===== src/rtl/ring_ptr_pkg.sv =====
package ring_ptr_pkg;
  localparam int NUM_CH = 3;
  localparam int PTR_W  = 16;
  localparam int ADDR_W = 5;
  localparam int DATA_W = 32;

  // strobes from control to datapath, one bit per channel
  typedef struct packed {
    logic [NUM_CH-1:0] ldA;
    logic [NUM_CH-1:0] ldB;
    logic [NUM_CH-1:0] ldWrap;
    logic [NUM_CH-1:0] advA;
    logic [NUM_CH-1:0] advB;
    logic              rewind;
    logic [DATA_W-1:0] wrData;
  } dpStrobeT;
endpackage


===== src/rtl/ring_ptr_ctrl.sv =====
module ring_ptr_ctrl
  import ring_ptr_pkg::*;
#(
  parameter int CSR_IDX = 16,
  parameter int CH_BASE_IDX = 17,
  parameter logic [NUM_CH-1:0] HOST_TO_LINK = 3'b001
) (
  input  logic clk,
  input  logic rstN,
  input  logic [ADDR_W-1:0] regAddr,
  input  logic regWrEn,
  input  logic [DATA_W-1:0] regWrData,
  input  logic regRdEn,
  output logic [DATA_W-1:0] regRdData,
  input  logic [NUM_CH-1:0] produceStb,
  input  logic [NUM_CH-1:0] consumeStb,
  input  logic linkLos,
  input  logic [NUM_CH-1:0][PTR_W-1:0] ptrA,
  input  logic [NUM_CH-1:0][PTR_W-1:0] ptrB,
  input  logic [NUM_CH-1:0][DATA_W-1:0] wrapW,
  input  logic [NUM_CH-1:0] aeFlags,
  output logic [NUM_CH-1:0] dmaEn,
  output logic [NUM_CH-1:0] linkEn,
  output logic cardReset,
  output dpStrobeT strobe
);
  localparam int LINK_LSB = NUM_CH;
  localparam int LOS_BIT  = 2 * NUM_CH;
  localparam int AE_LSB   = 2 * NUM_CH + 1;
  localparam int RST_BIT  = DATA_W - 1;
  localparam logic [ADDR_W-1:0] CSR_A = ADDR_W'(CSR_IDX);

  logic [NUM_CH-1:0] dmaEnQ, linkEnQ;
  logic rstPulseQ;
  logic csrWr;
  logic [DATA_W-1:0] rdMux, rdDataQ;
  logic [NUM_CH-1:0] ldA, ldB, ldWrap, advA, advB;

  assign csrWr = regWrEn && (regAddr == CSR_A);

  always_ff @(posedge clk or negedge rstN) begin
    if (!rstN) begin
      dmaEnQ    <= '0;
      linkEnQ   <= '0;
      rstPulseQ <= 1'b0;
    end else begin
      rstPulseQ <= csrWr && regWrData[RST_BIT];
      if (csrWr) begin
        dmaEnQ  <= regWrData[NUM_CH-1:0];
        linkEnQ <= regWrData[LINK_LSB +: NUM_CH];
      end
    end
  end

  for (genvar ch = 0; ch < NUM_CH; ch++) begin : gChan
    localparam int IDX = CH_BASE_IDX + 3 * ch;
    logic prodOk, consOk;
    assign prodOk     = produceStb[ch] && dmaEnQ[ch];
    assign consOk     = consumeStb[ch] && dmaEnQ[ch];
    assign ldA[ch]    = regWrEn && (regAddr == ADDR_W'(IDX));
    assign ldB[ch]    = regWrEn && (regAddr == ADDR_W'(IDX + 1));
    assign ldWrap[ch] = regWrEn && (regAddr == ADDR_W'(IDX + 2));
    if (HOST_TO_LINK[ch]) begin : gOut
      assign advA[ch] = prodOk;
      assign advB[ch] = consOk;
    end else begin : gIn
      assign advA[ch] = consOk;
      assign advB[ch] = prodOk;
    end
  end

  assign strobe = '{ldA: ldA, ldB: ldB, ldWrap: ldWrap, advA: advA,
                    advB: advB, rewind: rstPulseQ, wrData: regWrData};

  always_comb begin
    rdMux = '0;
    if (regAddr == CSR_A) begin
      rdMux[NUM_CH-1:0]          = dmaEnQ;
      rdMux[LINK_LSB +: NUM_CH]  = linkEnQ;
      rdMux[LOS_BIT]             = linkLos;
      rdMux[AE_LSB +: NUM_CH]    = aeFlags;
      rdMux[RST_BIT]             = rstPulseQ;
    end
    for (int ch = 0; ch < NUM_CH; ch++) begin
      if (regAddr == ADDR_W'(CH_BASE_IDX + 3 * ch))     rdMux = DATA_W'(ptrA[ch]);
      if (regAddr == ADDR_W'(CH_BASE_IDX + 3 * ch + 1)) rdMux = DATA_W'(ptrB[ch]);
      if (regAddr == ADDR_W'(CH_BASE_IDX + 3 * ch + 2)) rdMux = wrapW[ch];
    end
  end

  always_ff @(posedge clk or negedge rstN) begin
    if (!rstN)        rdDataQ <= '0;
    else if (regRdEn) rdDataQ <= rdMux;
  end

  assign regRdData = rdDataQ;
  assign dmaEn     = dmaEnQ;
  assign linkEn    = linkEnQ;
  assign cardReset = rstPulseQ;
endmodule


===== src/rtl/ring_ptr_dp.sv =====
module ring_ptr_dp
  import ring_ptr_pkg::*;
#(
  parameter logic [DATA_W-1:0] DEF_WRAP = 32'h000F_0000,
  parameter int AE_LEVEL = 4,
  parameter logic [NUM_CH-1:0] HOST_TO_LINK = 3'b001
) (
  input  logic clk,
  input  logic rstN,
  input  dpStrobeT strobe,
  output logic [NUM_CH-1:0][PTR_W-1:0] ptrA,
  output logic [NUM_CH-1:0][PTR_W-1:0] ptrB,
  output logic [NUM_CH-1:0][DATA_W-1:0] wrapW,
  output logic [NUM_CH-1:0] aeFlags
);
  function automatic logic [PTR_W-1:0] stepPtr(input logic [PTR_W-1:0] p,
                                               input logic [PTR_W-1:0] first,
                                               input logic [PTR_W-1:0] last);
    return (p == last) ? first : p + 1'b1;
  endfunction

  for (genvar ch = 0; ch < NUM_CH; ch++) begin : gChan
    logic [PTR_W-1:0] aQ, bQ, first, last, prod, cons;
    logic [DATA_W-1:0] wQ;
    logic [PTR_W:0] size, occ;

    assign first = wQ[PTR_W-1:0];
    assign last  = wQ[2*PTR_W-1:PTR_W];

    always_ff @(posedge clk or negedge rstN) begin
      if (!rstN) begin
        aQ <= DEF_WRAP[PTR_W-1:0];
        bQ <= DEF_WRAP[PTR_W-1:0];
        wQ <= DEF_WRAP;
      end else if (strobe.rewind) begin
        aQ <= first;
        bQ <= first;
      end else begin
        if (strobe.ldA[ch])       aQ <= strobe.wrData[PTR_W-1:0];
        else if (strobe.advA[ch]) aQ <= stepPtr(aQ, first, last);
        if (strobe.ldB[ch])       bQ <= strobe.wrData[PTR_W-1:0];
        else if (strobe.advB[ch]) bQ <= stepPtr(bQ, first, last);
        if (strobe.ldWrap[ch])    wQ <= strobe.wrData;
      end
    end

    if (HOST_TO_LINK[ch]) begin : gOut
      assign prod = aQ;
      assign cons = bQ;
    end else begin : gIn
      assign prod = bQ;
      assign cons = aQ;
    end

    always_comb begin
      size = {1'b0, last} - {1'b0, first} + 1'b1;
      if (prod >= cons) occ = {1'b0, prod} - {1'b0, cons};
      else              occ = {1'b0, prod} + size - {1'b0, cons};
    end

    assign aeFlags[ch] = (occ <= (PTR_W + 1)'(AE_LEVEL));
    assign ptrA[ch]    = aQ;
    assign ptrB[ch]    = bQ;
    assign wrapW[ch]   = wQ;
  end
endmodule


===== src/rtl/ring_ptr_controller.sv =====
module ring_ptr_controller
  import ring_ptr_pkg::*;
#(
  parameter int CSR_IDX = 16,
  parameter int CH_BASE_IDX = 17,
  parameter logic [NUM_CH-1:0] HOST_TO_LINK = 3'b001,
  parameter logic [DATA_W-1:0] DEF_WRAP = 32'h000F_0000,
  parameter int AE_LEVEL = 4
) (
  input  logic clk,
  input  logic rstN,
  input  logic [ADDR_W-1:0] regAddr,
  input  logic regWrEn,
  input  logic [DATA_W-1:0] regWrData,
  input  logic regRdEn,
  output logic [DATA_W-1:0] regRdData,
  input  logic [NUM_CH-1:0] produceStb,
  input  logic [NUM_CH-1:0] consumeStb,
  input  logic linkLos,
  output logic [NUM_CH-1:0] dmaEn,
  output logic [NUM_CH-1:0] linkEn,
  output logic [NUM_CH-1:0] almostEmpty,
  output logic cardReset
);
  dpStrobeT strobe;
  logic [NUM_CH-1:0][PTR_W-1:0] ptrA, ptrB;
  logic [NUM_CH-1:0][DATA_W-1:0] wrapW;
  logic [NUM_CH-1:0] aeFlags;

  ring_ptr_ctrl #(.CSR_IDX(CSR_IDX), .CH_BASE_IDX(CH_BASE_IDX),
                  .HOST_TO_LINK(HOST_TO_LINK)) u_ctrl (
    .clk(clk), .rstN(rstN), .regAddr(regAddr), .regWrEn(regWrEn),
    .regWrData(regWrData), .regRdEn(regRdEn), .regRdData(regRdData),
    .produceStb(produceStb), .consumeStb(consumeStb), .linkLos(linkLos),
    .ptrA(ptrA), .ptrB(ptrB), .wrapW(wrapW), .aeFlags(aeFlags),
    .dmaEn(dmaEn), .linkEn(linkEn), .cardReset(cardReset), .strobe(strobe)
  );

  ring_ptr_dp #(.DEF_WRAP(DEF_WRAP), .AE_LEVEL(AE_LEVEL),
                .HOST_TO_LINK(HOST_TO_LINK)) u_dp (
    .clk(clk), .rstN(rstN), .strobe(strobe),
    .ptrA(ptrA), .ptrB(ptrB), .wrapW(wrapW), .aeFlags(aeFlags)
  );

  assign almostEmpty = aeFlags;
endmodule


===== config.mk =====
export PLATFORM = sky130hd
export DESIGN_NAME = ring_ptr_controller
export DESIGN_NICKNAME = d
export VERILOG_FILES = /design/src/rtl/ring_ptr_pkg.sv /design/src/rtl/ring_ptr_ctrl.sv /design/src/rtl/ring_ptr_dp.sv /design/src/rtl/ring_ptr_controller.sv
export SDC_FILE = /design/constraint.sdc
export NUM_CORES = 1
export LEC_CHECK = 0
export ABC_AREA = 1
export BUFFER_PORTS_ARGS = -buffer_cell sky130_fd_sc_hd__buf_2
export CELL_PAD_IN_SITES_DETAIL_PLACEMENT = 0
export CELL_PAD_IN_SITES_GLOBAL_PLACEMENT = 2
export CORE_ASPECT_RATIO = 1.75
export CORE_MARGIN = 2
export CORE_UTILIZATION = 37
export CTS_BUF_LIST = sky130_fd_sc_hd__clkbuf_16
export CTS_CLUSTER_SIZE = 30
export DETAILED_ROUTE_END_ITERATION = 7
export PLACE_DENSITY = 0.93
export SLEW_MARGIN = 20
export SYNTH_ARGS = -nofsm -noshare
export SYNTH_HDL_FRONTEND = slang
export SYNTH_SLANG_ARGS = --single-unit

===== constraint.sdc =====
create_clock -name clk -period 5.3 [get_ports clk]
set_clock_uncertainty 0.2 [all_clocks]
set_input_delay 0.53 -clock clk [delete_from_list [all_inputs] [get_ports clk]]
set_output_delay 0.53 -clock clk [all_outputs]
set_load 0.05 [all_outputs]

==> results.yml <==
logic_synthesis:
  synth_warnings: 0
  ys_types: 57
  syn_nets: 3688
  syn_area_per_cell_sq_um: 6.80
  synthFlopType: "dfrtp_1"
  synthTopCellsByArea: "dfrtp_1, nand2_1, fa_1"
  synth_area_leader_cell: "dfrtp_1"
  async_reset_ff_frac: 1.00
  ys_seq_area_frac: 0.248
  synth_edf_count: 0
  synthCells: 3436
  synth-seq-cells: 231
  netlist_area_sq_um: 23400
  netlist.area_leader.share: 0.235
hold_path:
  hold_start: "regWrData[1]"
  worstHoldPathType: "in2reg"
routing:
  wl_per_cell_microns: 24.4
  drt_iter0_drc: 2361
  drt_wl_total_microns: 105000
  via_count: 24350
  via_per_inst: 5.67
  ant_nets: 0
  dr.pass1.iters: 6
  drc: 0
floorplan:
  start_util: 0.374
  fp.coreArea_sq_um: 62400
  std_cell_rows: 121
  dieArea_sq_um: 65200
  die-width_microns: 194
  fp.dieH_microns: 336
  ios: 90
clock_network:
  clock-sinks: 231
  path_clk_slew_ps: 70
  cts.path.max_buffers: 3
  clk_latency_ps: 570
  cts_tree: "done"
  cts_htree_levels: 1
  clock_tree.root_cell: "clkbuf_16"
  cts_made_buffers: 23
worst_setup_path:
  critPathKind: "reg2out"
  endpoint_kind: "primary output"
  critPathMaxFanout: 5
  critical-path-top-delay-family: "adder cells"
  worst_ep_arrival_time_ps: 4350
  crit_slowest_cell: "dfstp_2"
  path_cells: "inv_1 -> fa_1 -> fa_1 -> inv_1 -> ha_1 -> nand3_1 -> nand3_1 -> a21oi_1 -> o21ai_0 -> buf_4 -> nand2_1 -> nand2_1 -> nand2_1 -> nand3_1 -> nand2_1 -> nand2_1 -> nor2_1 -> and3_1 -> clkbuf_4"
  slowest_delay_ps: 580
  path_buf_inv: 4
  startpoint: "u_dp.gChan[1].wQ[18]"
  cpMostUsedCell: "nand2_1"
  r2r-start: "u_dp.gChan[0].wQ[27]"
  worstSetupStartpointType: "flop"
  required_ps: 4570
grt:
  track_usage: 0.318
  grt_max_degree: 107
  grt_pass1_wl_microns: 154000
  overflow: 0
  grt_antenna_before_repair: 7
  grt_pass1_vias: 24216
placed_design:
  placed_cell_area_sq_um: 24700
  io_buffers: 89
  gp_congestion: 1.06
  dp_hpwl_microns: 83300
timing:
  finalSetupViolations: 0
  worst_slew_pin_slew_ps: 1120
  fmax_mhz: 197
  slew_headroom: 0.250
  min_period_over_period: 0.959
  maxSlewViolCount: 0
  hold_viol: 0
  fin_crit_ps: 5080
final_layout:
  drive_gt1_frac: 0.0755
  fin_area_sq_um: 25600
  fin_nets: 3734
  ff_latch_area_sq_um: 5810
  multi_input_area_sq_um: 15200
  syn_to_final_growth_pct: 9.79
  num-fill-cells: 6802
status:
  status: "completed"
flow_run:
  drv_cap: 0
registers in the layout, indices dropped and copies added, names as in the netlist:
register,flops
u_dp.gChan.wQ,96
u_dp.gChan.aQ,48
u_dp.gChan.bQ,48
u_ctrl.cardReset,1
u_ctrl.linkEn,3
u_ctrl.dmaEn,3
u_ctrl.regRdData,32
placed cells by master (no fill, tap or decap), types with 93 or more instances in the layout:
cell type / count
nand3_1: 183
inv_1: 502
nand2_1: 792
nor2_1: 335
o21ai_0: 301
xor2_1: 93
a21oi_1: 155
fa_1: 99
a31oi_1: 104
dfrtp_1: 211
ha_1: 102
metrics by stage:
| step | setup slack (ps) | hold WS, ps | util | TNS (ps) | cells |
|---|---|---|---|---|---|
| floorplan | 329 | 34.4 | - | 0 | 3436 |
| global placement | 500 | 264 | 0.397 | 0 | 4251 |
| detailed placement | 514 | 272 | 0.397 | 0 | 4251 |
| CTS | 28.0 | 68.8 | 0.409 | 0 | 4292 |
| global route | -17.9 | 101 | 0.411 | -32.1 | 4296 |
| finish | 219 | 81.0 | 0.411 | 0 | 4298 |
synthesized netlist by cell type, types with 27 or more instances:
cell / instances
inv_1: 502
a21oi_1: 159
o211ai_1: 92
nand3_1: 185
nor3_1: 41
nand4_1: 27
xnor2_1: 61
dfrtp_1: 219
fa_1: 99
xor2_1: 93
o21ai_0: 305
a31oi_1: 104
clkbuf_1: 110
ha_1: 105
nand2_1: 796
nor2_1: 338
path summary, 6_finish.rpt:
kind | to | slack (ps) | cells past startpoint
max | almostEmpty[1] | 220 | 19
min | u_dp.gChan[0].aQ[1] | 80 | 3
max reg2reg | u_ctrl.regRdData[7] | 940 | 23
min reg2reg | u_ctrl.regRdData[11] | 290 | 2
max in group asynchronous | u_dp.gChan[2].wQ[16] | 3240 | 3
min in group asynchronous | u_ctrl.linkEn[2] | 400 | 2
kinds of logic after synthesis:
family / synth area share
adder cells (fa/ha/maj): 0.141
flip-flops: 0.248
buffers and inverters: 0.105
XOR/XNOR: 0.0578
AND/OR/NAND/NOR: 0.254
AO/OA/AOI/OAI: 0.194
routing by layer:
layer,up-vias,share of wire,global-route usage
li1,11387,-,-
met1,11507,0.35,0.337
met2,1049,0.49,0.559
met3,397,0.053,0.0371
met4,10,0.10,0.278
met5,-,0.00070,0
cell type report:
class                           instances  share of cell area
Multi-Input combinational cell       2564               0.593
Sequential cell                       231               0.226
Inverter                              512              0.0750
Tap cell                              799              0.0390
Timing Repair Buffer                  150              0.0366
Clock buffer                           23              0.0224
Clock inverter                         17             0.00737
Antenna cell                            2            0.000195
repair_timing:
action	CTS	global route
endpoints found under the hold margin	93	0
pin swaps	0	4
buffers inserted	0	3
resized for setup	3	29
endpoints found under the setup margin	1	3
hold buffers	1	0
tightest hold or removal path, cell delays in order:
cell	delay, ps
buf_2	90
nand3_1	90
o2111ai_1	100
Power is left out: the tool's default activity adds up to more than one toggle a clock period on the data nets, which glitch-free logic cannot reach.
